[src/rtl/ndiv_pkg.sv]
package ndiv_pkg;
   // Phase of an operation in flight: main restoring steps, then correction steps
   typedef enum logic {
      PH_MAIN = 1'b0,
      PH_FIX  = 1'b1
   } ndiv_phase_e;
endpackage

[src/rtl/ndiv_norm.sv]
// Shifts a divisor left until its top bit is set and reports the shift amount.
module ndiv_norm #(
   parameter int VW = 4,
   parameter int SW = 2
) (
   input  logic [VW-1:0] dvs_in,
   output logic [VW-1:0] dvs_norm,
   output logic [SW-1:0] shamt
);
   always_comb begin
      shamt = '0;
      for (int i = 0; i < VW; i++) begin
         if (dvs_in[i]) shamt = SW'(VW - 1 - i);
      end
      dvs_norm = dvs_in << shamt;
   end
endmodule

[src/rtl/ndiv_step.sv]
// One trial subtraction: keep the difference only when it is not negative.
module ndiv_step #(
   parameter int VW = 4
) (
   input  logic [VW:0]   part,
   input  logic [VW-1:0] dsub,
   output logic [VW-1:0] rem_out,
   output logic          qbit
);
   logic [VW:0] diff;

   always_comb begin
      diff    = part - {1'b0, dsub};
      qbit    = (part >= {1'b0, dsub});
      rem_out = qbit ? VW'(diff) : VW'(part);
   end
endmodule

[src/rtl/ndiv_core.sv]
module ndiv_core #(
   parameter int DW = 16,
   parameter int VW = 4
) (
   input  logic          clk,
   input  logic          rst_n,
   input  logic          start,
   input  logic [DW-1:0] dividend,
   input  logic [VW-1:0] divisor,
   output logic          busy,
   output logic          done,
   output logic [DW-1:0] quotient,
   output logic [VW-1:0] remainder,
   output logic          div_by_zero
);
   import ndiv_pkg::*;

   localparam int ITERS = DW - VW + 1;
   localparam int SW    = (VW > 2) ? $clog2(VW) : 1;
   localparam int CW    = $clog2(ITERS + VW);

   generate
      if (VW < 2) begin : g_bad_vw
         $error("ndiv_core: VW must be at least 2");
      end
      if (DW <= VW) begin : g_bad_dw
         $error("ndiv_core: DW must exceed VW");
      end
   endgenerate

   logic          busy_q, done_q, dbz_q;
   ndiv_phase_e   phase_q;
   logic [CW-1:0] cnt_q;
   logic [SW-1:0] shamt_q;
   logic [VW-1:0] dvs_q, rem_q;
   logic [DW-1:0] dvd_q, quo_q;

   logic [VW-1:0] norm_dvs;
   logic [SW-1:0] norm_sh;
   logic [VW:0]   step_part;
   logic [VW-1:0] step_dsub, step_rem;
   logic          step_bit;
   logic          accept;

   ndiv_norm #(.VW(VW), .SW(SW)) u_norm (
      .dvs_in  (divisor),
      .dvs_norm(norm_dvs),
      .shamt   (norm_sh)
   );

   always_comb begin
      if (phase_q == PH_FIX) begin
         step_part = {1'b0, rem_q};
         step_dsub = dvs_q >> 1;
      end else begin
         step_part = {rem_q, dvd_q[DW-1]};
         step_dsub = dvs_q;
      end
   end

   ndiv_step #(.VW(VW)) u_step (
      .part   (step_part),
      .dsub   (step_dsub),
      .rem_out(step_rem),
      .qbit   (step_bit)
   );

   assign accept = start && !busy_q;

   always_ff @(posedge clk or negedge rst_n) begin
      if (!rst_n) begin
         busy_q  <= 1'b0;
         done_q  <= 1'b0;
         dbz_q   <= 1'b0;
         phase_q <= PH_MAIN;
         cnt_q   <= '0;
         shamt_q <= '0;
         dvs_q   <= '0;
         rem_q   <= '0;
         dvd_q   <= '0;
         quo_q   <= '0;
      end else begin
         done_q <= 1'b0;
         if (accept) begin
            if (divisor == '0) begin
               dbz_q  <= 1'b1;
               done_q <= 1'b1;
               quo_q  <= '1;
               rem_q  <= '0;
            end else begin
               dbz_q   <= 1'b0;
               busy_q  <= 1'b1;
               phase_q <= PH_MAIN;
               cnt_q   <= CW'(ITERS) + CW'(norm_sh);
               shamt_q <= norm_sh;
               dvs_q   <= norm_dvs;
               rem_q   <= VW'(dividend >> ITERS);
               dvd_q   <= dividend << (VW - 1);
               quo_q   <= '0;
            end
         end else if (busy_q) begin
            rem_q <= step_rem;
            quo_q <= {quo_q[DW-2:0], step_bit};
            cnt_q <= cnt_q - 1'b1;
            if (phase_q == PH_FIX) begin
               dvs_q <= dvs_q >> 1;
            end else begin
               dvd_q <= dvd_q << 1;
               if (cnt_q == CW'(shamt_q) + CW'(1)) phase_q <= PH_FIX;
            end
            if (cnt_q == CW'(1)) begin
               busy_q <= 1'b0;
               done_q <= 1'b1;
            end
         end
      end
   end

   assign busy        = busy_q;
   assign done        = done_q;
   assign quotient    = quo_q;
   assign remainder   = rem_q;
   assign div_by_zero = dbz_q;
endmodule

[config.mk]
export PLATFORM = sky130hd
export DESIGN_NAME = ndiv_core
export DESIGN_NICKNAME = d
export VERILOG_FILES = /design/src/rtl/ndiv_pkg.sv /design/src/rtl/ndiv_norm.sv /design/src/rtl/ndiv_step.sv /design/src/rtl/ndiv_core.sv
export SDC_FILE = /design/constraint.sdc
export NUM_CORES = 1
export LEC_CHECK = 0
export BUFFER_PORTS_ARGS = -buffer_cell sky130_fd_sc_hd__buf_4
export CORE_UTILIZATION = 50
export CTS_BUF_LIST = sky130_fd_sc_hd__clkbuf_4
export CTS_CLUSTER_DIAMETER = 200
export DETAILED_ROUTE_END_ITERATION = 7
export PLACE_DENSITY = 0.79
export SYNTH_ARGS = -nofsm -noshare
export SYNTH_HDL_FRONTEND = slang
export SYNTH_SLANG_ARGS = --single-unit
[constraint.sdc]
create_clock -name clk -period 3.2 [get_ports clk]
set_input_delay 0.16 -clock clk [delete_from_list [all_inputs] [get_ports clk]]
set_output_delay 0.16 -clock clk [all_outputs]
set_load 0.005 [all_outputs]
# Word level (Yosys, flattened, before mapping)
# Index checks and enable logic that the tools add are counted.
dict set report op_classes {
  add_sub_neg 4
  multipliers 0
  n_div 0
  magnitude_cmp 1
  eq_ne 4
  n_shift 1
  n_mux 36
  bitwise_logic 1
  n_reduce_logical 7
}
# cell count
set op_table {}
lappend op_table {{16-bit two-way mux} 7}
lappend op_table {{4-bit two-way mux} 7}
lappend op_table {{5-bit two-way mux} 4}
lappend op_table {{1-bit two-way mux} 13}
lappend op_table {{2-bit two-way mux} 4}
lappend op_table {{4-bit by 2-bit adder with 5-bit output, first input constant} 1}
lappend op_table {{5-bit by 1-bit == test with 1-bit output, second input constant} 1}
lappend op_table {{5-bit by 3-bit == test with 1-bit output} 1}
lappend op_table {{5-bit by 4-bit greater-or-equal comparator with 1-bit output} 1}
lappend op_table {{5-bit by 1-bit subtractor with 5-bit output, second input constant} 1}
lappend op_table {{4-bit logical NOT} 1}
lappend op_table {{2-bit AND reduction} 2}
lappend op_table {{4-bit by 2-bit << shifter with 4-bit output} 1}
lappend op_table {{4-bit subtractor} 1}
lappend op_table {{2-bit by 1-bit adder with 3-bit output, second input constant} 1}
lappend op_table {{3-bit two-way mux} 1}
lappend op_table {{3-bit AND reduction} 1}
lappend op_table {{2-bit by 1-bit != test with 1-bit output, second input constant} 1}
lappend op_table {{2-bit != test, second input constant} 1}
lappend op_table {{2-bit nonzero test} 1}
lappend op_table {{1-bit logical AND} 1}
lappend op_table {{1-bit logical NOT} 1}
lappend op_table {{1-bit inverter} 1}
dict set report totals {
  regBits 51
  latch_bits 0
  ramBits 0
  mem_bits_ro 0
  in_bits 23
  output_inout_bits 23
  memories 0
}

# Longest topological paths before layout
# Gate-level depths: netlist of run 1.
dict set report logic_depth {
  word_depth 7
  mapped_depth 10
}

# By module
# Synthesis of run 1 repeated with hierarchy kept, for this count alone.
dict set report hier_totals {
  cells_unflattened 262
  hier_area_um2 2827.7
}
# mod instances cells_per_inst area_per_inst_um2
set modules_own_cells {}
lappend modules_own_cells {ndiv_core 1 220 2533.7}
lappend modules_own_cells {ndiv_step 1 28 224.0}
lappend modules_own_cells {ndiv_norm 1 14 70.1}

# Worst setup path before layout of run 1
# No wires, ideal clock.
dict set report synth_timing {
  path_type {register to register}
  start {register phase_q}
  end {register rem_q[0] (netlist: remainder[0])}
  arrival_time_ns 2.347
  path_slack_ns 0.775
  path_stages_with_launch 10
  period_less_slack_ns 2.425
  cell_sequence {dfrtp_1 buf_2 buf_2 mux2_2 ha_1 nor3b_1 o21bai_1 a21oi_2 mux2_2 a21oi_1}
}
dict set report synth_via {
  elab_chain_len 5
}
# item line
set synth_lines {}
lappend synth_lines {{start, declared} ndiv_core.sv:32} ;# ndiv_phase_e phase_q;
lappend synth_lines {{start signal, assigned} ndiv_core.sv:75} ;# phase_q <= PH_MAIN;
lappend synth_lines {{start signal, assigned} ndiv_core.sv:93} ;# phase_q <= PH_MAIN;
lappend synth_lines {{start signal, assigned} ndiv_core.sv:109} ;# if (cnt_q == CW'(shamt_q) + CW'(1)) phase_q <= PH_FIX;
lappend synth_lines {{5-bit two-way mux or 4-bit two-way mux (tied branches)} -}
lappend synth_lines {{4-bit subtractor or 5-bit by 4-bit greater-or-equal comparator with 1-bit output (tied branches)} {ndiv_step.sv:13, ndiv_step.sv:14}}
lappend synth_lines {{4-bit two-way mux (*)} ndiv_step.sv:15} ;# rem_out = qbit ? VW'(diff) : VW'(part);
lappend synth_lines {{4-bit two-way mux (*)} ndiv_core.sv:101} ;# end else if (busy_q) begin
lappend synth_lines {{4-bit two-way mux (*)} ndiv_core.sv:84} ;# if (accept) begin
lappend synth_lines {{end signal, assigned} ndiv_core.sv:97} ;# rem_q <= VW'(dividend >> ITERS);
lappend synth_lines {{end signal, assigned} ndiv_core.sv:102} ;# rem_q <= step_rem;
lappend synth_lines {{end, declared} ndiv_core.sv:35} ;# logic [VW-1:0] dvs_q, rem_q;
# Mark *: on every way between the ends. The rest lies on a longest branch, timed or not. The select of a mux whose other input is x is not followed.
# A chain may end at the register's enable or synchronous reset.

# Worst setup path after layout of run 1
# Same ends and word-level chain as after synthesis.

==> results.sh, run 1 <==
export IMPL_status="finished clean"
export IMPL_ys_seq_elements=48
export IMPL_multi_input_area_um2=1270
export IMPL_final_cell_mix="nand2_1, dfrtp_1, buf_4, a21oi_1, nor2_1"
export IMPL_yosysTopAreaCellShare_pct=45.9
export IMPL_clock_latency_ns=0.37
export IMPL_drt_pass1_iter_count=4
export IMPL_start_util_pct=53.7
export IMPL_ys_seq_area_share_pct=45.9
export IMPL_cts_root_buf="clkbuf_4"
export IMPL_ant_nets=0
export IMPL_syn_inst=292
export IMPL_die_area_um2=5530
export IMPL_crit_path_start_kind="flip-flop"
export IMPL_hp_class="input port to flip-flop"
export IMPL_cts_tree="done"
export IMPL_p_switching_uw=1260
export IMPL_grt_pass1_wl_mm=8.98
export IMPL_vias_per_cell=5.60
export IMPL_drt_iter0_markers=185
export IMPL_grt_pass1_vias=1965
export IMPL_seqPwrFrac_pct=36.6
export IMPL_seq_area_um2=1200
export IMPL_drive_above_1_share_pct=20.0
export IMPL_grt_start_max_net_pins=49
export IMPL_swShare_pct=41.1
export IMPL_h_tree_depth=2
export IMPL_gr_total_overflow=0
export IMPL_clock_fmax_ghz=0.370
export IMPL_area_delta_synth_final_pct=16.2
export IMPL_drv_slew=0
export IMPL_cap_viol_max_count=0
export IMPL_critPathArrivalTime_ns=3.02
export IMPL_rows=25
export IMPL_synth_edf_count=0
export IMPL_tns_ns=0
export IMPL_clk_path_buf_depth=2
export IMPL_hold_path_depth=3
export IMPL_worst_setup_path_end_kind="flip-flop"
export IMPL_place_congestion=0.846
export IMPL_cts_made_buffers=5
export IMPL_reg2reg_from="phase_q"
export IMPL_worstSetupPathType="flip-flop to flip-flop"
export IMPL_setup_violations=0
export IMPL_yosys_warnings=0
export IMPL_min_period_ns=2.70
export IMPL_r2r_end="remainder[0]"
export IMPL_antenna_found_initial=0
export IMPL_post_synth_top_area_cell="dfrtp_1"
export IMPL_wl_mm=5.41
export IMPL_synthesis_nets=324
export IMPL_period_share_pct=84.4
export IMPL_hold_violations=0
export IMPL_nFillCells=450
export IMPL_cts_num_sinks=48
export IMPL_ioPinCount=46
export IMPL_chipWidth_um=74.4
export IMPL_worstMarginPinSlew_ns=0.906
export IMPL_ys_flop_type="dfrtp_1"
export IMPL_synth_area_leaders="dfrtp_1, nand2_1, a21oi_1, nor2_1, ha_1"
export IMPL_hold_start="dividend[0]"
export IMPL_port_buffers=45
export IMPL_intPower_uw=1800
export IMPL_r2r_slack_ns=0.50
export IMPL_p_clk_share_pct=12.2
export IMPL_grt_util_all_layers_pct=21.1
export IMPL_ys_types=48
export IMPL_hold_end="dvd_q[3]"
export IMPL_syn_area_um2=2620
export IMPL_clk_pin_slew_ns=0.15
export IMPL_final_common_cell="nand2_1"
export IMPL_die_h_um=74.4
export IMPL_skew_ns=0.0158
export IMPL_holdWs_ns=0.0190
export IMPL_rsz0062_at_grt="false"
export IMPL_avgSynthCellArea_um2=8.97
export IMPL_core_um2=4880
export IMPL_relSlewSlack_pct=39.6
export IMPL_crit_required_ns=3.51
export IMPL_worstPathMaxFanout=14
export IMPL_route_detailed_drc=0
export IMPL_irDropWorstVdd_mv=0.425
export IMPL_n_antenna_cell=0
export IMPL_power_density_nw_per_um2=1000
export IMPL_routedWlPerCell_um=13.6
export IMPL_async_flop_share_pct=100
export IMPL_via_count=2225
export IMPL_combPwrFrac_pct=51.2
export IMPL_ff2ff_path_depth=7
export IMPL_dpl_hpwl_mm=3.84
export IMPL_cellLeakagePower_uw=0.00141
export IMPL_fin_nets=361
==> routing by layer <==
layer	track usage, %	vias to the layer above	wire [um]
met5	0	-	0
met4	6.29	0	66
met3	4.20	7	260
met2	35.3	67	2620
met1	27.8	1043	2460
li1	-	1108	-
==> final cells by class <==
type                    instances  area share [%]
multi-input cells             216            41.8
flip-flops and latches         48            39.5
repair buffers                 48            11.9
well taps                      67            2.75
clock inverters                 3            1.56
clock buffers                   5            1.23
inverters                      10            1.23
==> state kept, by name (all words and copies together), names as in the netlist <==
register	count
done	1
phase_q	1
cnt_q	5
remainder	4
quotient	16
dvd_q	13
div_by_zero	1
shamt_q	2
dvs_q	4
busy	1
==> through the flow <==
| step | total power, uW | instance area (um^2) | util (%) | cells | worst slack (ns) |
|---|---|---|---|---|---|
| 6_report | 3060 | 3040 | 62.4 | 397 | 0.498 |
| 5_1_grt | 3340 | 3040 | 62.4 | 397 | 0.264 |
| 4_1_cts | 3080 | 3040 | 62.4 | 397 | 0.496 |
| 3_5_place_dp | 2700 | 2950 | 60.4 | 388 | 0.543 |
| 3_3_place_gp | 2630 | 2950 | 60.4 | 388 | 0.603 |
| 2_1_floorplan | 2230 | 2620 | - | 292 | 0.775 |
==> timing repair <==
action                                 CTS  global route
endpoints found under the hold margin   48             0
setup endpoints to repair                0             0
buffers inserted                         0             0
hold buffers                             1             0
gates resized for setup                  0             0
==> how the worst max path moves through the flow <==
| stage | startpoint | end | depth (start not counted) |
|---|---|---|---|
| floorplan | phase_q | remainder[0] | 9 |
| global placement | phase_q | remainder[0] | 7 |
| detailed placement | phase_q | remainder[0] | 7 |
| CTS | phase_q | remainder[0] | 7 |
| global route | phase_q | remainder[0] | 7 |
| finish | phase_q | remainder[0] | 7 |
==> logic make-up after synthesis <==
group	count (synthesis)	synth area share (%)
AOI/OAI and AO/OA	97	23.3
xor gates and xnor gates	3	1.00
adders and majority gates	9	4.59
buffers and inverters	28	5.54
DFF	48	45.9
muxes	9	3.63
and+or+nand+nor	98	16.1
==> power groups by stage <==
stage	sequential [uW]	combinational, uW	clock [uW]
after detailed placement	1130	1570	0
after floorplan	1070	1160	0
final	1120	1560	374
after global routing	1150	1780	405
after CTS	1120	1580	387
after global placement	1120	1510	0
==> critical path: stages (launching register included) <==
cell and delay (ns):
dfrtp_1 0.71, mux2_2 0.42, ha_1 0.33, nor3b_1 0.29, o21bai_1 0.14, a21oi_2 0.26, mux2_2 0.36, a21oi_1 0.13
==> cells in the mapped netlist, drive strengths merged, types with 2 or more instances <==
master  number
nor2b        2
dfrtp       48
xor2         2
clkbuf       7
mux2i        5
nor3         4
o21ai       28
nand2       55
buf         11
o21a         2
inv          9
a21oi       29
nand2b       2
ha           8
nand3        3
o22ai        4
o211ai       3
o32ai        2
a31oi       13
mux2         4
a211oi       3
nor2        27
a22o         2
a221oi       3
No activity file was read; power rests on OpenSTA's default activity.
==> run 2, diff against run 1 <==
clock period = 2.5 ns   (was 3.2 ns; I/O delays follow)
==> run 2 against run 1 <==
  * Register-to-register slack lost 0.28 ns
  * Clock-buffer cell count stayed put
  * First-iteration DRC count down 26%
  * Critical path type unchanged
==> results.sh, run 2 (synthesis gave the netlist of run 1 again) <==
export IMPL_status="finished clean"
export IMPL_crit_buf_inv=1
export IMPL_dpl_hpwl_mm=3.96
export IMPL_cts_tree="done"
export IMPL_fin_nets=374
export IMPL_chipWidth_um=74.4
export IMPL_min_period_ns=2.28
export IMPL_vias_per_cell=5.48
export IMPL_worst_setup_path_end_kind="flip-flop"
export IMPL_setup_violations=0
export IMPL_routedWlPerCell_um=13.8
export IMPL_clk_pin_slew_ns=0.16
export IMPL_period_share_pct=91.2
export IMPL_p_switching_uw=1630
export IMPL_ant_nets=0
export IMPL_cts_num_sinks=48
export IMPL_rows=25
export IMPL_start_util_pct=53.7
export IMPL_met2_usage_pct=36.5
export IMPL_tns_ns=0
export IMPL_port_buffers=45
export IMPL_via_count=2247
export IMPL_h_tree_depth=2
export IMPL_place_congestion=0.906
export IMPL_p_total_uw=4000
export IMPL_irDropWorstVdd_mv=0.503
export IMPL_cts_made_buffers=5
export IMPL_intPower_uw=2370
export IMPL_gr_total_overflow=0
export IMPL_top_usage_layer="met2"
export IMPL_final_cells=410
export IMPL_clock_fmax_ghz=0.438
export IMPL_drt_iter0_markers=136
export IMPL_worstPathMaxFanout=10
export IMPL_drv_slew=0
export IMPL_swShare_pct=40.7
export IMPL_seqPwrFrac_pct=35.4
export IMPL_rsz0062_at_grt="false"
export IMPL_grt_util_all_layers_pct=21.8
export IMPL_wl_mm=5.67
export IMPL_power_density_nw_per_um2=1260
export IMPL_antenna_found_initial=0
export IMPL_worstSetupPathType="flip-flop to flip-flop"
export IMPL_die_area_um2=5530
export IMPL_clock_latency_ns=0.37
export IMPL_grt_pass1_wl_mm=9.21
export IMPL_largest_reg_flops=16
export IMPL_p_clk_share_pct=12.1
export IMPL_grt_pass1_vias=1959
export IMPL_dp_cells=393
export IMPL_cp_top_family="compound AO/OA/AOI/OAI gates"
export IMPL_final_cell_mix="nand2_1, buf_4, dfrtp_1, a21oi_1, nor2_1"
export IMPL_cp_slowest_cell="dfrtp_2"
export IMPL_die_h_um=74.4
export IMPL_crit_required_ns=2.81
export IMPL_cellLeakagePower_uw=0.00146
export IMPL_max_stage_delay_ns=0.45
export IMPL_final_common_cell="nand2_1"
export IMPL_dpl_cell_area_um2=2990
export IMPL_combPwrFrac_pct=52.5
export IMPL_crit_path_start_kind="flip-flop"
export IMPL_clk_path_buf_depth=2
export IMPL_grt_util_met1_pct=29.6
export IMPL_hp_class="input port to flip-flop"
export IMPL_skew_ns=0.0170
export IMPL_ioPinCount=46
export IMPL_drt_pass1_iter_count=4
export IMPL_drive_above_1_share_pct=21.0
export IMPL_holdWs_ns=0.00534
export IMPL_cts_root_buf="clkbuf_4"
export IMPL_cts_setup_buffers=0
export IMPL_use_met3_pct=4.20
export IMPL_worstPathCellList="buf_4, mux2i_1, ha_1, o21ai_0, o21bai_1, a21oi_2, mux2_2, a21oi_1"
export IMPL_route_detailed_drc=0
export IMPL_critPathArrivalTime_ns=2.59
export IMPL_n_antenna_cell=0
export IMPL_grt_start_max_net_pins=49
export IMPL_core_um2=4880
export IMPL_relSlewSlack_pct=38.6
export IMPL_final_cell_area_um2=3160
export IMPL_worstMarginPinSlew_ns=0.921
export IMPL_hold_violations=0
export IMPL_cap_viol_max_count=0
export IMPL_area_delta_synth_final_pct=20.7
==> run 2: changes by cell type in the layout (fill, tap and decap cells not counted) <==
cell           before  now
clkinv_4            2    0
dlygate4sd3_1       1    9
buf_4              47   52
dfrtp_1            48   47
dfrtp_2             0    1
clkinvlp_4          0    1
inv_6               0    1
==> run 2: timing repair <==
item | in CTS | in global routing
endpoints found under the setup margin | 0 | 1
gates resized for setup | 0 | 1
endpoints found under the hold margin | 56 | 0
hold buffers | 9 | 0
==> run 2: cell type report <==
type / instances / area, um^2
sequential: 48 / 1200
inverter: 10 / 37.5
multi-input combinational: 216 / 1270
timing repair buffer: 61 / 480
clock buffer: 5 / 37.5
clock inverter: 3 / 46.3
tap: 67 / 83.8
fill: 418 / 1720
==> run 2: tightest hold or removal path, stage by stage <==
cell and delay, ns:
buf_4 0.11, nand2_1 0.05, a31oi_1 0.07
==> run 2: worst paths after layout <==
check | start | endpoint | slack, ns | cells past startpoint
min in group asynchronous | rst_n | remainder[3] | 0.27 | 2
hold / removal | dividend[12] | dvd_q[15] | 0.005 | 3
max in group asynchronous | rst_n | phase_q | 1.79 | 2
setup / recovery | phase_q | remainder[0] | 0.22 | 8
hold reg to reg | dvs_q[1] | dvs_q[1] | 0.53 | 2
setup reg to reg | phase_q | remainder[0] | 0.22 | 8
==> run 2: power groups by stage <==
stage,combinational [uW],clock (uW),sequential [uW]
finish,2100,482,1410
global placement,2030,0,1410
CTS,2100,491,1410
detailed placement,2090,0,1430
floorplan,1490,0,1370
global route,2370,514,1460
==> run 2: metal layers <==
metal / routed length [um] / vias to the layer above
li1: - / 1128
met3: 282 / 4
met4: 38 / 0
met1: 2560 / 1053
met5: 0 / -
met2: 2790 / 62
==> run 2: stage by stage <==
stage / utilization, % / worst slack (ns)
final: 64.8 / 0.219
after global routing: 64.8 / 0.0640
after CTS: 64.7 / 0.175
after detailed placement: 61.2 / 0.227
after global placement: 61.2 / 0.291
after floorplan: - / 0.0751
